--- src/rtl/thr_flag_pkg.sv ---
// Package: shared mode encoding for the threshold flag generator.
// Assumes: mode parameters are restricted to the four values below.
package thr_flag_pkg;
    localparam int MODE_FIX_ONE  = 0;
    localparam int MODE_PORT_ONE = 1;
    localparam int MODE_FIX_PAIR = 2;
    localparam int MODE_PORT_PAIR = 3;

    // True when the mode takes its levels from ports.
    function automatic bit mode_is_port(input int mode);
        return (mode == MODE_PORT_ONE) || (mode == MODE_PORT_PAIR);
    endfunction
endpackage

--- src/rtl/thr_level_sel.sv ---
// Module: thr_level_sel
// Resolves one flag's set and release levels from its mode. A single-level
// mode drives the same value on both outputs, so the downstream hysteresis
// core behaves as a plain compare. Fixed modes ignore the level ports.
// Assumes: MODE is one of the thr_flag_pkg encodings.
module thr_level_sel
    import thr_flag_pkg::*;
#(
    parameter int CNT_W   = 10,
    parameter int MODE    = MODE_PORT_PAIR,
    parameter int FIX_ONE = 12,
    parameter int FIX_SET = 13,
    parameter int FIX_CLR = 9
) (
    input  logic [CNT_W-1:0] one_lvl,
    input  logic [CNT_W-1:0] set_lvl_in,
    input  logic [CNT_W-1:0] clr_lvl_in,
    output logic [CNT_W-1:0] set_lvl,
    output logic [CNT_W-1:0] clr_lvl
);
    localparam logic [CNT_W-1:0] K_ONE = CNT_W'(FIX_ONE);
    localparam logic [CNT_W-1:0] K_SET = CNT_W'(FIX_SET);
    localparam logic [CNT_W-1:0] K_CLR = CNT_W'(FIX_CLR);

    // Pick the level source selected by the elaboration-time mode.
    always_comb begin
        case (MODE)
            MODE_FIX_ONE: begin
                set_lvl = K_ONE;
                clr_lvl = K_ONE;
            end
            MODE_PORT_ONE: begin
                set_lvl = one_lvl;
                clr_lvl = one_lvl;
            end
            MODE_FIX_PAIR: begin
                set_lvl = K_SET;
                clr_lvl = K_CLR;
            end
            default: begin
                set_lvl = set_lvl_in;
                clr_lvl = clr_lvl_in;
            end
        endcase
    end
endmodule

--- src/rtl/thr_hyst_flag.sv ---
// Module: thr_hyst_flag
// Registered hysteresis flag. HIGH_SIDE=1: sets when count >= set level,
// releases when count < release level. HIGH_SIDE=0: sets when count <=
// set level, releases when count > release level. Set wins over release;
// if neither holds the flag keeps its value.
// Assumes: synchronous active-low reset loads RST_VAL.
module thr_hyst_flag #(
    parameter int CNT_W     = 10,
    parameter bit HIGH_SIDE = 1'b1,
    parameter bit RST_VAL   = 1'b0
) (
    input  logic             clk,
    input  logic             rst_n,
    input  logic [CNT_W-1:0] occ,
    input  logic [CNT_W-1:0] set_lvl,
    input  logic [CNT_W-1:0] clr_lvl,
    output logic             flag
);
    logic hit_set;
    logic hit_clr;

    // Compare the count against both levels in the direction of this flag.
    always_comb begin
        if (HIGH_SIDE) begin
            hit_set = (occ >= set_lvl);
            hit_clr = (occ < clr_lvl);
        end else begin
            hit_set = (occ <= set_lvl);
            hit_clr = (occ > clr_lvl);
        end
    end

    // Flag register: reset value, then set priority, then release, else hold.
    always_ff @(posedge clk) begin
        if (!rst_n)        flag <= RST_VAL;
        else if (hit_set)  flag <= 1'b1;
        else if (hit_clr)  flag <= 1'b0;
    end

    generate
        if (HIGH_SIDE) begin : g_hi_chk
            // reaching the set level raises the flag next cycle
            a_r4_hi_sets: assert property (@(posedge clk) disable iff (!rst_n)
                (occ >= set_lvl) |=> flag);
            // below the release level and below set drops the flag
            a_r5_hi_clears: assert property (@(posedge clk) disable iff (!rst_n)
                ((occ < clr_lvl) && (occ < set_lvl)) |=> !flag);
            // inside the band the flag holds
            a_r5_hi_holds: assert property (@(posedge clk) disable iff (!rst_n)
                ((occ >= clr_lvl) && (occ < set_lvl)) |=> $stable(flag));
        end else begin : g_lo_chk
            // at or below the set level raises the flag next cycle
            a_r7_lo_sets: assert property (@(posedge clk) disable iff (!rst_n)
                (occ <= set_lvl) |=> flag);
            // above the release level and above set drops the flag
            a_r7_lo_clears: assert property (@(posedge clk) disable iff (!rst_n)
                ((occ > clr_lvl) && (occ > set_lvl)) |=> !flag);
            // inside the band the flag holds
            a_r7_lo_holds: assert property (@(posedge clk) disable iff (!rst_n)
                ((occ <= clr_lvl) && (occ > set_lvl)) |=> $stable(flag));
        end
    endgenerate
endmodule

--- src/rtl/thr_flag_gen.sv ---
// Module: thr_flag_gen (top)
// Produces registered programmable-full (hi_flag) and programmable-empty
// (lo_flag) flags from a FIFO occupancy count. Each flag has its own mode
// (R11 encoding in thr_flag_pkg). Reset clears hi_flag and sets lo_flag.
// Assumes: occ is a synchronous count in the clk domain.
module thr_flag_gen
    import thr_flag_pkg::*;
#(
    parameter int CNT_W   = 10,
    parameter int HI_MODE = MODE_PORT_PAIR,
    parameter int LO_MODE = MODE_PORT_PAIR,
    parameter int HI_ONE  = 12,
    parameter int HI_SET  = 13,
    parameter int HI_CLR  = 9,
    parameter int LO_ONE  = 4,
    parameter int LO_SET  = 3,
    parameter int LO_CLR  = 5
) (
    input  logic             clk,
    input  logic             rst_n,
    input  logic [CNT_W-1:0] occ,
    input  logic [CNT_W-1:0] hi_one_lvl,
    input  logic [CNT_W-1:0] hi_set_lvl,
    input  logic [CNT_W-1:0] hi_clr_lvl,
    input  logic [CNT_W-1:0] lo_one_lvl,
    input  logic [CNT_W-1:0] lo_set_lvl,
    input  logic [CNT_W-1:0] lo_clr_lvl,
    output logic             hi_flag,
    output logic             lo_flag
);
    logic [CNT_W-1:0] hi_set_r;
    logic [CNT_W-1:0] hi_clr_r;
    logic [CNT_W-1:0] lo_set_r;
    logic [CNT_W-1:0] lo_clr_r;

    // Level resolution for the high-water flag.
    thr_level_sel #(
        .CNT_W(CNT_W), .MODE(HI_MODE),
        .FIX_ONE(HI_ONE), .FIX_SET(HI_SET), .FIX_CLR(HI_CLR)
    ) u_hi_sel (
        .one_lvl(hi_one_lvl), .set_lvl_in(hi_set_lvl), .clr_lvl_in(hi_clr_lvl),
        .set_lvl(hi_set_r), .clr_lvl(hi_clr_r)
    );

    // Level resolution for the low-water flag.
    thr_level_sel #(
        .CNT_W(CNT_W), .MODE(LO_MODE),
        .FIX_ONE(LO_ONE), .FIX_SET(LO_SET), .FIX_CLR(LO_CLR)
    ) u_lo_sel (
        .one_lvl(lo_one_lvl), .set_lvl_in(lo_set_lvl), .clr_lvl_in(lo_clr_lvl),
        .set_lvl(lo_set_r), .clr_lvl(lo_clr_r)
    );

    // High-water hysteresis core, reset low.
    thr_hyst_flag #(.CNT_W(CNT_W), .HIGH_SIDE(1'b1), .RST_VAL(1'b0)) u_hi_flag (
        .clk(clk), .rst_n(rst_n), .occ(occ),
        .set_lvl(hi_set_r), .clr_lvl(hi_clr_r), .flag(hi_flag)
    );

    // Low-water hysteresis core, reset high.
    thr_hyst_flag #(.CNT_W(CNT_W), .HIGH_SIDE(1'b0), .RST_VAL(1'b1)) u_lo_flag (
        .clk(clk), .rst_n(rst_n), .occ(occ),
        .set_lvl(lo_set_r), .clr_lvl(lo_clr_r), .flag(lo_flag)
    );
endmodule

--- config.mk ---
export PLATFORM = sky130hd
export DESIGN_NAME = thr_flag_gen
export DESIGN_NICKNAME = d
export VERILOG_FILES = /design/src/rtl/thr_flag_pkg.sv /design/src/rtl/thr_level_sel.sv /design/src/rtl/thr_hyst_flag.sv /design/src/rtl/thr_flag_gen.sv
export SDC_FILE = /design/constraint.sdc
export NUM_CORES = 1
export LEC_CHECK = 0
export ABC_AREA = 1
export BUFFER_PORTS_ARGS = -buffer_cell sky130_fd_sc_hd__buf_2
export CAP_MARGIN = 5
export CELL_PAD_IN_SITES_DETAIL_PLACEMENT = 1
export CELL_PAD_IN_SITES_GLOBAL_PLACEMENT = 2
export CORE_ASPECT_RATIO = 1.2
export CORE_UTILIZATION = 22
export CTS_CLUSTER_DIAMETER = 120
export DETAILED_ROUTE_END_ITERATION = 16
export GPL_TIMING_DRIVEN = 0
export PLACE_DENSITY_LB_ADDON = 0.1
export SYNTH_ARGS = -nofsm -noshare
export SYNTH_HDL_FRONTEND = slang
export SYNTH_SLANG_ARGS = --single-unit
export TNS_END_PERCENT = 1
--- constraint.sdc ---
create_clock -name clk -period 1.5 [get_ports clk]
set_input_delay 0 -clock clk [delete_from_list [all_inputs] [get_ports clk]]
set_output_delay 0 -clock clk [all_outputs]
set_load 0.02 [all_outputs]
==> summary.txt <==
STA
  • Max-slew headroom: 0.870
  • Final Skew: 0 ps
  • Final hold vios: 0
  • Crit share post-route: 0.621
  • Final Setup Violations: 0
  • Fin crit period: 931 ps
  • RSZ-0062 raised after global routing: no
  • Slew Viols, Final: 0
  • Post-route setup TNS: 0 ps
  • Worst slew pin tran: 194 ps
  • Hold slack: 28.4 ps
  • Fmax: 1070 MHz

Clock tree
  • CTS Buf Count: 3
  • Clk buf depth: 2
  • TritonCTS clock tree: built
  • CTS resizes: 0
  • Clk_lat worst skew: 210 ps
  • # hold bufs at CTS: 0
  • Post-CTS setup buffer count: 0
  • H-tree depth: 1
  • Root buffer selected by CTS: clkbuf_8
  • Clock Pin Slew Worst Setup and Hold Paths: 30 ps
  • Clock Sinks: 2

Global routing
  • Initial antenna violation count: 0
  • First-pass GRT wire length: 5140 um
  • Congestion Overflow GR: 0
  • Gr usage total: 0.124
  • Largest net degree at the start of global routing: 5
  • Vias in the first global route: 1233

Yosys
  • Top cells by area, synth: ha_1 (42%), inv_1 (15%), nand2_1 (12%)
  • Post-Syn Nets: 287
  • #FFs+latches synth: 2
  • Cells after Synth: 176
  • Syn Area/Cell: 6.55 um2
  • Yosys warns: 0
  • Area leader, netlist: ha_1
  • Synth unique cells: 22
  • Seq/Total Area, Yosys: 0.0347
  • Post-Syn Area: 0.00115 mm2
  • Top-area cell type share of the netlist area: 0.423

Detailed routing
  • DR DRC count: 0
  • Routed WL per cell: 10.6 um
  • Via-to-Cell Ratio: 4.26
  • Final wirelength: 3100 um
  • Routed vias: 1243
  • First drt pass iteration count: 4
  • Antenna-violating nets left: 0
  • DR iter-0 viols: 14

Critical path
  • CP cell instances: buf_2, ha_1, nand2_1, nor2_1, o211ai_1, nand3_1, nand2_1, nand2_1, nand2_1
  • Highest net fanout along the worst path: 4
  • WS Path Type: in2reg
  • Worst path max stage delay: 300 ps
  • Slowest-stage cell, CP: ha_1
  • Worst Setup Start Kind: primary input
  • Crit path DAT: 1030 ps
  • CP endpoint kind: flop
  • Critical path data required time: 1600 ps
  • CP most frequent cell: nand2_1

Layout
  • Layout area overhead: 33.1%
  • Diodes inserted: 0
  • Layout cells sized above 1: 0.297
  • Utilization after layout: 0.308
  • Layout Nets: 345
  • FILL cells: 661
  • Design area: 0.00153 mm2

Floorplan
  • Core ar.: 0.00497 mm2
  • # rows: 28
  • Die Ht: 81.3 um
  • IO Pins: 74
  • Die area: 0.00553 mm2
  • Die W: 68.1 um
  • Initial Util: 0.232

Power and ir drop
  • Total power: 0.649 mW
  • Worst VDD drop: 0.156 mV
  • Cell Pwr Density: 423 mW/mm2
  • Lkg Pwr: 0.997 nW

Placed design
  • Hpwl dp: 2960 um
  • Dpl cell area: 0.00149 mm2
  • Port bufs: 53
  • GP Congestion: 0.723

Outcome
  • Outcome: finished, final reports clean

Run
  • Max_cap viols: 0

Worst hold path
  • Hold WC Path Type: in2reg
## path summary, 6_finish.rpt
path,from,to,slack [ps],cells past startpoint
min reg2reg,u_lo_flag.flag$_SDFFE_PP1N_,u_lo_flag.flag$_SDFFE_PP1N_,450,2
min,rst_n,u_hi_flag.flag$_SDFFE_PN0P_,30,3
max reg2reg,u_hi_flag.flag$_SDFFE_PN0P_,u_hi_flag.flag$_SDFFE_PN0P_,950,2
max,occ[5],u_lo_flag.flag$_SDFFE_PP1N_,570,9
## where the power goes
part           internal (mW)  switching, mW
sequential            0.0587        0.00242
clock                  0.170         0.0469
combinational          0.171          0.200
total                  0.400          0.249
## cells in the final DEF, fill, tap and decap left out, drive strengths merged
| cell | synthesis | routed |
|---|---|---|
| a21o | 3 | 3 |
| nor3 | 1 | 1 |
| o211ai | 1 | 1 |
| nor2 | 12 | 12 |
| nand3 | 7 | 7 |
| o21bai | 3 | 3 |
| nand4 | 3 | 3 |
| o21a | 2 | 2 |
| nand2 | 40 | 40 |
| a21oi | 12 | 12 |
| buf | 0 | 53 |
| inv | 49 | 49 |
| ha | 39 | 39 |
| clkbuf | 0 | 3 |
| dfxtp | 2 | 2 |
| o21ai | 1 | 1 |
| clkinv | 1 | 1 |
## kinds of logic (layout without fill, tap and decap cells)
group | after synthesis | in the layout | share of synthesized area
AND/OR/NAND/NOR | 63 | 63 | 0.251
buffers and inverters | 50 | 106 | 0.163
adder cells (fa/ha/maj) | 39 | 39 | 0.423
AO/OA/AOI/OAI | 22 | 22 | 0.128
flip-flops | 2 | 2 | 0.0347
## cells in the mapped netlist
cell type and number:
o21bai_1 2, a21o_1 3, dfxtp_1 2, o21ai_1 1, a21oi_1 11, nand2_2 4, nor2_1 8, nand2_1 36
clkinv_1 1, o21a_1 2, o211ai_1 1, inv_1 47, ha_1 39, nand4_1 3, o21bai_4 1, a21oi_2 1
nor2_2 2, nand3_1 6, inv_2 2, nand3_2 1, nor3_1 1, nor2_4 2
## registers in the layout (all words and copies together), names as in the netlist
signal          count
u_hi_flag.flag      1
u_lo_flag.flag      1
## layout make-up
type                    count  area, um2  area share
multi-input cells         124        925       0.603
clock buffers               3       41.3      0.0269
inverters                  50        188       0.122
well taps                  60       75.1      0.0489
repair buffers             53        265       0.173
flip-flops and latches      2       40.0      0.0261
## worst max-delay path: cells and delay by family
kind            cells  cell delay (ps)
simple gates        6              480
fa+ha+maj           1              300
buf+inv             1              130
compound gates      1              120
## stage by stage
stage | setup WS, ps | cells
3_5_place_dp | 320 | 289
4_1_cts | 537 | 292
3_3_place_gp | 352 | 289
6_report | 569 | 292
5_1_grt | 455 | 292
2_1_floorplan | 590 | 176
## per-layer routing
metal,up-vias,wire [um],global-route usage
met4,0,28,0.0500
li1,668,-,-
met3,4,173,0.0112
met5,-,0,0
met2,37,1670,0.242
met1,534,1230,0.130
(Power assumes the default switching activity.)
